==> config.mk <==
export PLATFORM = sky130hd
export DESIGN_NAME = smc_duty_ctrl
export DESIGN_NICKNAME = d
export VERILOG_FILES = /design/src/rtl/smc_pkg.sv /design/src/rtl/smc_state.sv /design/src/rtl/smc_surface.sv /design/src/rtl/smc_duty.sv /design/src/rtl/smc_pwm.sv /design/src/rtl/smc_duty_ctrl.sv
export SDC_FILE = /design/constraint.sdc
export NUM_CORES = 2
export LEC_CHECK = 0
export ABC_AREA = 1
export CORE_UTILIZATION = 39
export CTS_CLUSTER_SIZE = 8
export DETAILED_ROUTE_END_ITERATION = 10
export PLACE_DENSITY = 0.54
export SETUP_SLACK_MARGIN = 0.5
export SYNTH_ARGS = -nofsm -noshare
export SYNTH_HDL_FRONTEND = slang
export SYNTH_HIERARCHICAL = 1
export SYNTH_SLANG_ARGS = --single-unit
==> constraint.sdc <==
create_clock -name clk -period 8.5 [get_ports clk]
set_input_delay 1.275 -clock clk [delete_from_list [all_inputs] [get_ports clk]]
set_output_delay 1.275 -clock clk [all_outputs]
set_load 0.005 [all_outputs]
==> src/rtl/smc_pkg.sv <==
package smc_pkg;

  typedef enum logic [1:0] {
    SGN_ZERO = 2'd0,
    SGN_POS  = 2'd1,
    SGN_NEG  = 2'd2
  } sgn_e;

  function automatic sgn_e sign_of(input logic signed [63:0] v);
    if (v > 64'sd0) return SGN_POS;
    if (v < 64'sd0) return SGN_NEG;
    return SGN_ZERO;
  endfunction

endpackage

==> src/rtl/smc_state.sv <==
module smc_state #(
  parameter int ERR_W = 12,
  parameter int INT_W = 16
) (
  input  logic                    clk,
  input  logic                    rst_n,
  input  logic                    stb,
  input  logic signed [ERR_W-1:0] err,
  output logic signed [INT_W-1:0] x1,
  output logic signed [INT_W-1:0] x2,
  output logic signed [INT_W-1:0] x3,
  output logic                    vld
);
  typedef logic signed [INT_W:0]   wide_t;
  typedef logic signed [INT_W-1:0] st_t;
  typedef logic signed [ERR_W:0]   dif_t;

  localparam wide_t IMAX = wide_t'({2'b00, {(INT_W-1){1'b1}}});
  localparam wide_t IMIN = wide_t'({2'b11, {(INT_W-1){1'b0}}});

  logic signed [ERR_W-1:0] prev_q;

  function automatic st_t sat_acc(input st_t acc, input logic signed [ERR_W-1:0] e);
    wide_t s;
    s = wide_t'(acc) + wide_t'(e);
    if (s > IMAX) return st_t'(IMAX[INT_W-1:0]);
    if (s < IMIN) return st_t'(IMIN[INT_W-1:0]);
    return st_t'(s[INT_W-1:0]);
  endfunction

  function automatic dif_t delta(input logic signed [ERR_W-1:0] a,
                                 input logic signed [ERR_W-1:0] b);
    return dif_t'(a) - dif_t'(b);
  endfunction

  always_ff @(posedge clk) begin
    if (!rst_n) begin
      x1     <= '0;
      x2     <= '0;
      x3     <= '0;
      prev_q <= '0;
      vld    <= 1'b0;
    end else begin
      vld <= stb;
      if (stb) begin
        x1     <= st_t'(err);
        x2     <= sat_acc(x2, err);
        x3     <= st_t'(delta(err, prev_q));
        prev_q <= err;
      end
    end
  end

  AST_SUM_HOLDS: assert property (@(posedge clk) disable iff (!rst_n)
    !$past(stb) |-> $stable(x2));

endmodule

==> src/rtl/smc_surface.sv <==
module smc_surface #(
  parameter  int ST_W   = 16,
  parameter  int GAIN_W = 16,
  localparam int SURF_W = ST_W + GAIN_W + 2
) (
  input  logic                     clk,
  input  logic                     rst_n,
  input  logic                     vld_in,
  input  logic signed [ST_W-1:0]   x1,
  input  logic signed [ST_W-1:0]   x2,
  input  logic signed [ST_W-1:0]   x3,
  input  logic signed [GAIN_W-1:0] g1,
  input  logic signed [GAIN_W-1:0] g2,
  input  logic signed [GAIN_W-1:0] g3,
  output logic signed [SURF_W-1:0] surf,
  output logic                     vld
);
  localparam int PROD_W = ST_W + GAIN_W;
  localparam int NTERM  = 3;

  typedef logic signed [PROD_W-1:0] prod_t;
  typedef logic signed [SURF_W-1:0] sum_t;

  logic signed [ST_W-1:0]   xs   [NTERM];
  logic signed [GAIN_W-1:0] gs   [NTERM];
  prod_t                    term [NTERM];

  assign xs[0] = x1;
  assign xs[1] = x2;
  assign xs[2] = x3;
  assign gs[0] = g1;
  assign gs[1] = g2;
  assign gs[2] = g3;

  for (genvar i = 0; i < NTERM; i++) begin : g_term
    assign term[i] = prod_t'(xs[i]) * prod_t'(gs[i]);
  end

  function automatic sum_t add3(input prod_t a, input prod_t b, input prod_t c);
    return sum_t'(a) + sum_t'(b) + sum_t'(c);
  endfunction

  always_ff @(posedge clk) begin
    if (!rst_n) begin
      surf <= '0;
      vld  <= 1'b0;
    end else begin
      vld <= vld_in;
      if (vld_in) surf <= add3(term[0], term[1], term[2]);
    end
  end

  AST_SURF_HOLDS: assert property (@(posedge clk) disable iff (!rst_n)
    !$past(vld_in) |-> $stable(surf));

endmodule

==> src/rtl/smc_duty.sv <==
module smc_duty
  import smc_pkg::*;
#(
  parameter int SURF_W = 34,
  parameter int DUTY_W = 8,
  parameter int SH_W   = 5
) (
  input  logic                     clk,
  input  logic                     rst_n,
  input  logic                     vld_in,
  input  logic signed [SURF_W-1:0] surf,
  input  logic [SH_W-1:0]          sh,
  input  logic [DUTY_W-1:0]        dmin,
  input  logic [DUTY_W-1:0]        dmax,
  input  logic [DUTY_W-1:0]        dinit,
  output logic [DUTY_W-1:0]        duty,
  output logic                     done
);
  typedef logic signed [SURF_W:0]   dw_t;
  typedef logic signed [SURF_W-1:0] s_t;
  typedef logic [DUTY_W-1:0]        d_t;

  function automatic d_t next_duty(input d_t d, input s_t s, input logic [SH_W-1:0] k,
                                   input d_t lo, input d_t hi);
    s_t  step;
    dw_t t;
    step = s >>> k;
    t    = dw_t'({1'b0, d}) + dw_t'(step);
    if (t < dw_t'({1'b0, lo})) t = dw_t'({1'b0, lo});
    if (t > dw_t'({1'b0, hi})) t = dw_t'({1'b0, hi});
    return t[DUTY_W-1:0];
  endfunction

  always_ff @(posedge clk) begin
    if (!rst_n) begin
      duty <= dinit;
      done <= 1'b0;
    end else begin
      done <= vld_in;
      if (vld_in) duty <= next_duty(duty, surf, sh, dmin, dmax);
    end
  end

  AST_DUTY_HOLD: assert property (@(posedge clk) disable iff (!rst_n)
    !done |-> $stable(duty));

  AST_DUTY_WINDOW: assert property (@(posedge clk) disable iff (!rst_n)
    (done && dmin <= dmax && $stable(dmin) && $stable(dmax))
    |-> (duty >= dmin && duty <= dmax));

  AST_DIR_UP: assert property (@(posedge clk) disable iff (!rst_n)
    (done && sign_of(64'($past(surf))) == SGN_POS && $stable(dmin) && $stable(dmax)
     && $past(duty) >= dmin && $past(duty) <= dmax)
    |-> duty >= $past(duty));

  AST_DIR_DOWN: assert property (@(posedge clk) disable iff (!rst_n)
    (done && sign_of(64'($past(surf))) == SGN_NEG && $stable(dmin) && $stable(dmax)
     && $past(duty) >= dmin && $past(duty) <= dmax)
    |-> duty <= $past(duty));

endmodule

==> src/rtl/smc_pwm.sv <==
module smc_pwm #(
  parameter int DUTY_W = 8
) (
  input  logic              clk,
  input  logic              rst_n,
  input  logic [DUTY_W-1:0] duty,
  input  logic [DUTY_W-1:0] dinit,
  output logic [DUTY_W-1:0] cmp,
  output logic              gate
);
  localparam logic [DUTY_W-1:0] CNT_MAX = {DUTY_W{1'b1}};

  logic [DUTY_W-1:0] cnt;
  logic              wrap;

  assign wrap = (cnt == CNT_MAX);
  assign gate = (cnt < cmp);

  always_ff @(posedge clk) begin
    if (!rst_n) begin
      cnt <= '0;
      cmp <= dinit;
    end else begin
      cnt <= cnt + 1'b1;
      if (wrap) cmp <= duty;
    end
  end

  AST_CMP_AT_WRAP: assert property (@(posedge clk) disable iff (!rst_n)
    !$stable(cmp) |-> $past(wrap));

endmodule

==> src/rtl/smc_duty_ctrl.sv <==
module smc_duty_ctrl #(
  parameter  int ERR_W  = 12,
  parameter  int INT_W  = 16,
  parameter  int GAIN_W = 16,
  parameter  int DUTY_W = 8,
  parameter  int SH_W   = 5,
  localparam int SURF_W = INT_W + GAIN_W + 2
) (
  input  logic                     clk,
  input  logic                     rst_n,
  input  logic                     sample_stb,
  input  logic signed [ERR_W-1:0]  err_in,
  input  logic signed [GAIN_W-1:0] gain_p,
  input  logic signed [GAIN_W-1:0] gain_i,
  input  logic signed [GAIN_W-1:0] gain_d,
  input  logic [SH_W-1:0]          shift_amt,
  input  logic [DUTY_W-1:0]        duty_min,
  input  logic [DUTY_W-1:0]        duty_max,
  input  logic [DUTY_W-1:0]        duty_init,
  output logic [DUTY_W-1:0]        duty,
  output logic [DUTY_W-1:0]        pwm_cmp,
  output logic                     gate_hi,
  output logic                     done,
  output logic signed [SURF_W-1:0] surf
);
  logic signed [INT_W-1:0] st_x1, st_x2, st_x3;
  logic                    st_vld;
  logic                    sf_vld;

  smc_state #(.ERR_W(ERR_W), .INT_W(INT_W)) u_state (
    .clk(clk), .rst_n(rst_n), .stb(sample_stb), .err(err_in),
    .x1(st_x1), .x2(st_x2), .x3(st_x3), .vld(st_vld)
  );

  smc_surface #(.ST_W(INT_W), .GAIN_W(GAIN_W)) u_surface (
    .clk(clk), .rst_n(rst_n), .vld_in(st_vld),
    .x1(st_x1), .x2(st_x2), .x3(st_x3),
    .g1(gain_p), .g2(gain_i), .g3(gain_d),
    .surf(surf), .vld(sf_vld)
  );

  smc_duty #(.SURF_W(SURF_W), .DUTY_W(DUTY_W), .SH_W(SH_W)) u_duty (
    .clk(clk), .rst_n(rst_n), .vld_in(sf_vld), .surf(surf), .sh(shift_amt),
    .dmin(duty_min), .dmax(duty_max), .dinit(duty_init),
    .duty(duty), .done(done)
  );

  smc_pwm #(.DUTY_W(DUTY_W)) u_pwm (
    .clk(clk), .rst_n(rst_n), .duty(duty), .dinit(duty_init),
    .cmp(pwm_cmp), .gate(gate_hi)
  );

  AST_STB_TO_STATE: assert property (@(posedge clk) disable iff (!rst_n)
    sample_stb |=> st_vld);

  AST_STATE_TO_SURF: assert property (@(posedge clk) disable iff (!rst_n)
    st_vld |=> sf_vld);

  AST_SURF_TO_DONE: assert property (@(posedge clk) disable iff (!rst_n)
    sf_vld |=> done);

endmodule

Word level (Yosys, flattened, before mapping)
Cells that the tools add are included.
W data, S select, Z words.
- register bits after elaboration: 114
- muxes and demuxes: 19
- add/sub/neg operators: 6
- equal/unequal tests: 3
- order comparisons: 5
- multiply operators: 3
- shift operators: 1
- operator list (cell ; count):
    $mux W35 ; 3
    $mux W16 ; 4
    $mux W8 ; 5
    $add A9 B34 Y35 ; 1
    $gt A35 B9 Y1 ; 1
    $lt A35 B9 Y1 ; 1
    $add A33 B29 Y34 ; 1
    $sshr A34 B5 Y34 ; 1
    $add A28 B32 Y33 ; 1
    $mul A16 B16 Y32 ; 1
    $mul A13 B16 Y29 ; 1
    $mul A12 B16 Y28 ; 1
    $add A16 B12 Y17 ; 1
    $gt A17 B16 Y1 const B ; 1
    $lt A17 B16 Y1 const B ; 1
    $sub A12 B12 Y13 ; 1
    $add A8 B1 Y8 const B ; 1
    $eq A8 B8 Y1 const B ; 1
    $lt A8 B8 Y1 ; 1
    $mux W1 ; 7
    $ne A2 B1 Y1 const B ; 2

Longest topological paths before layout
- depth after elaboration: 10
- depth in mapped cells: 54
- mapped depth without buffers: 51

Modules after synthesis
Netlist, hierarchy kept.
- by module, submodules not included (module ; instances ; area an instance (sq um) ; cells an instance):
    smc_surface ; 1 ; 33180.6 ; 4055
    smc_duty ; 1 ; 4454.3 ; 846
    smc_state ; 1 ; 3030.4 ; 461
    smc_pwm ; 1 ; 853.3 ; 104

Worst setup path after synthesis
Ideal clock, no wire load.
- path type: input to register
- start point: input port gain_i[1]
- end point: register u_surface.surf[32]
- arrival time: 8190 ps
- setup time: 115 ps
- stages: 28
- buffers on the path: 2
- slack: 195 ps
- cell sequence: clkbuf_1 clkbuf_1 nand2_1 fa_1 inv_1 fa_1 inv_1 fa_1 inv_1 fa_1 fa_1 fa_1 fa_1 fa_1 inv_1 fa_1 inv_1 ha_1 a21oi_1 o21ai_0 a21oi_1 nor2_1 nor2_1 nand2_1 nand2_1 nand2_1 o21ai_0 inv_1
- cells in the longest elaborated chain, start to end: 3
- RTL lines (element ; line ; RTL):
    from (decl) ; smc_duty_ctrl.sv:14 ; input logic signed [GAIN_W-1:0] gain_i,
    $mul A16 B16 Y32 ; smc_surface.sv:36 ; assign term[i] = prod_t'(xs[i]) * prod_t'(gs[i]);
    $add A28 B32 Y33 ; smc_surface.sv:40 ; return sum_t'(a) + sum_t'(b) + sum_t'(c);
    $add A33 B29 Y34 ; smc_surface.sv:40 ;
    to (signal assigned) ; smc_surface.sv:49 ; if (vld_in) surf <= add3(term[0], term[1], term[2]);
    to (decl) ; smc_surface.sv:15 ; output logic signed [SURF_W-1:0] surf,
Every way passes these cells.
A chain may end at the register's enable or synchronous reset.

Worst setup path in the final report
- start point: input port gain_d[13]
- end point: register u_surface.surf[22]
- cells in the longest elaborated chain, start to end: 2
- RTL lines (element ; line ; RTL):
    from (decl) ; smc_duty_ctrl.sv:15 ; input logic signed [GAIN_W-1:0] gain_d,
    $mul A13 B16 Y29 ; smc_surface.sv:36 ;
    $add A33 B29 Y34 ; smc_surface.sv:40 ;
Every way passes these cells.

==> out/results.ini <==
[timing]
grt_setup_unrepaired = yes
hold_viol_final = 0
period_share = 0.9182
drv_slew = 0
fin_crit_ns = 7.805
setup_violations = 0
fin_skew_ns = 0.01797
max-slew-margin-rel = 0.1634
tns_ns = 0
worstMarginPinSlew_ns = 1.253
fmax_ghz = 0.1281

[die]
io_pins = 144
initial_utilization = 0.3939
core.rowCount = 119
fp.dieArea_um2 = 107800
die_y_um = 328.3
die_width_um = 328.3
design.core.area_um2 = 105400

[clock_tree]
htreeDepth = 3
clk_root_buffer_cell = clkbuf_16
cts_tree = done
cts_buffers = 9
cts-hold-fix-buffers = 0
clkLatencyLatePin_ns = 0.40
path_clk_slew_ns = 0.10
clkSinkCount = 102
clk_path_buf_depth = 2

[critical_path]
crit_path_end_kind = flip-flop
start_kind = input port
critPathTopFamily = adder cells
crit_slowest_cell = fa_2
crit_arrival_ns = 8.09
path_buf_inv = 11
crit_top_cell = fa_1
path_class = in -> reg
critPathMaxFanout = 7
max_stage_delay_ns = 0.64
critPathRequiredTime_ns = 8.79

[synthesis]
ys.flop_type = dfxtp_1
syn_inst = 5466
synth_edf_count = 16
yosysUniqueCellTypes = 53
async_reset_ff_frac = 0
synth.cell_area_um2 = 41520
ys_ff_latch = 102
syn_nets = 6754
seq_area_frac_synth = 0.05304
syn_area_per_cell_um2 = 7.596
yosysWarnings = 6

[global_routing]
grt_overflow = 0
first_global_vias = 36060
grt_first_pass_wirelength_um = 208000
grt_max_degree = 53
antenna_found_initial = 4
grt_usage = 0.2526

[route]
ant_nets = 0
via_per_inst = 4.744
routed_wl_um = 134000
drc = 48
vias = 34700
drtPass1Iterations = 10
drt_iter0_markers = 2583
wl_per_cell_um = 18.32

[placed_design]
dp_hpwl_um = 113100
gp_congestion = 0.9312
placed_cells = 7144
portBuffers = 143

[layout]
final_cell_mix = inv_1, nand2_1, fa_1
drive_above_1_share = 0.1811
final_common_cell = inv_1
layout.nets = 7204
stdcell_count = 7314
syn2layout_area_growth_pct = 21.52

[run]
drv_cap = 0

[run_status]
status = finished, violations left
violations = DRC

[hold_path]
min_path_type = reg -> reg

-- synth_stat cells (all sizes together), types with 2 or more instances --
master	n	area, µm²
o21bai	9	67.56
xnor2	19	166.4
a31oi	8	50.05
or2	29	181.4
o21ai	113	569.3
o211ai	10	75.07
dfxtp	86	1722
buf	43	310.3
clkbuf	191	716.9
nor2	246	1050
xor2	26	227.7
nor3	11	71.32
mux2i	3	30.03
a31o	2	17.52
nand4	28	175.2
a21o	5	37.54
a21oi	111	555.5
edfxtp	16	480.5
and2	3	18.77
ha	261	3266
clkinv	3	16.27
nand3	279	1486
fa	935	18720
and3	2	12.51
nand2	1374	5260
inv	1644	6171
nor4	4	31.28
a21boi	2	15.01
-- path summary, 6_finish.rpt --
kind | cells past startpoint | from | slack, ns | endpoint
worst max-delay path | 29 | gain_d[13] | 0.70 | u_surface/surf[22]$_SDFFE_PN0P_
worst min-delay path | 2 | u_surface/vld$_SDFF_PN0_ | 0.46 | u_duty/done$_SDFF_PN0_
worst max register to register | 23 | u_state/x2[10]$_SDFFE_PN0P_ | 0.82 | u_surface/surf[27]$_SDFFE_PN0P_
worst min register to register | 2 | u_surface/vld$_SDFF_PN0_ | 0.46 | u_duty/done$_SDFF_PN0_
-- per-layer routing --
metal / GRT usage / wire length [µm] / up-vias
li1: - / - / 16420
met1: 0.3595 / 60660 / 17230
met2: 0.4133 / 61730 / 921
met3: 0.02744 / 8306 / 127
met4: 0.05652 / 3297 / 4
met5: 0 / 31 / -
-- layout make-up --
class                   instances  area [µm²]
flip-flops and latches        102        2206
multi-input cells            3483       33560
well taps                    1391        1740
repair buffers                673        6416
inverters                    1647        6213
diodes                          2       5.005
clock inverters                 7       86.33
clock buffers                   9       225.2
fillers                     10430       54960
-- cells by family (layout without fill, tap and decap cells) --
group | after synthesis | after routing | synth area share
AND/OR/NAND/NOR | 1978 | 1978 | 0.1999
buffers and inverters | 1881 | 2336 | 0.1738
adder cells (fa/ha/maj) | 1196 | 1196 | 0.5295
AO/OA/AOI/OAI | 261 | 261 | 0.03357
flip-flops | 102 | 102 | 0.05304
XOR/XNOR | 45 | 45 | 0.009493
multiplexers | 3 | 3 | 0.0007233
other | 0 | 2 | 0
-- through the flow --
step | cell area [µm²] | util | hold WS [ns] | worst slack [ns]
floorplan | 41540 | - | 0.4058 | 0.5039
CTS | 48860 | 0.4635 | 0.4690 | 0.4810
global placement | 47070 | 0.4465 | 0.4518 | -0.4213
detailed placement | 47070 | 0.4465 | 0.4566 | -0.4001
finish | 50450 | 0.4786 | 0.4641 | 0.6955
global route | 50450 | 0.4786 | 0.4812 | 0.4197
-- worst reg2reg max path: stages (launching register included) --
cell	delay, ns
dfxtp_1	1.15
nand2_1	0.22
fa_1	0.58
inv_1	0.05
fa_1	0.49
fa_1	0.52
fa_2	0.62
fa_2	0.50
fa_1	0.57
fa_1	0.43
fa_1	0.49
inv_1	0.05
fa_1	0.48
inv_1	0.07
ha_4	0.29
buf_4	0.13
nand2_1	0.08
o21bai_2	0.27
o21bai_4	0.20
nand2_2	0.07
a31o_1	0.23
nand3_2	0.07
nand2_1	0.06
inv_1	0.05
-- timing repair --
item                                    in CTS  in global routing
endpoints found under the setup margin      33                 32
cloned                                       4                 11
buffers inserted                            78                 59
resized for setup                          240                408
pin swaps                                   99                251
endpoints found under the hold margin        0                  0
-- sequential cells by signal, indices dropped and copies added (netlist names) --
signal,count
u_pwm/cnt,8
u_duty/done,1
u_duty/duty,8
u_pwm/cmp,8
u_state/x2,16
u_state/x3,13
u_surface/vld,1
u_state/vld,1
u_surface/surf,34
u_state/prev_q,12
Power is not shown: default switching activity piles up to over one toggle a cycle in this logic, so the estimate is an artifact.
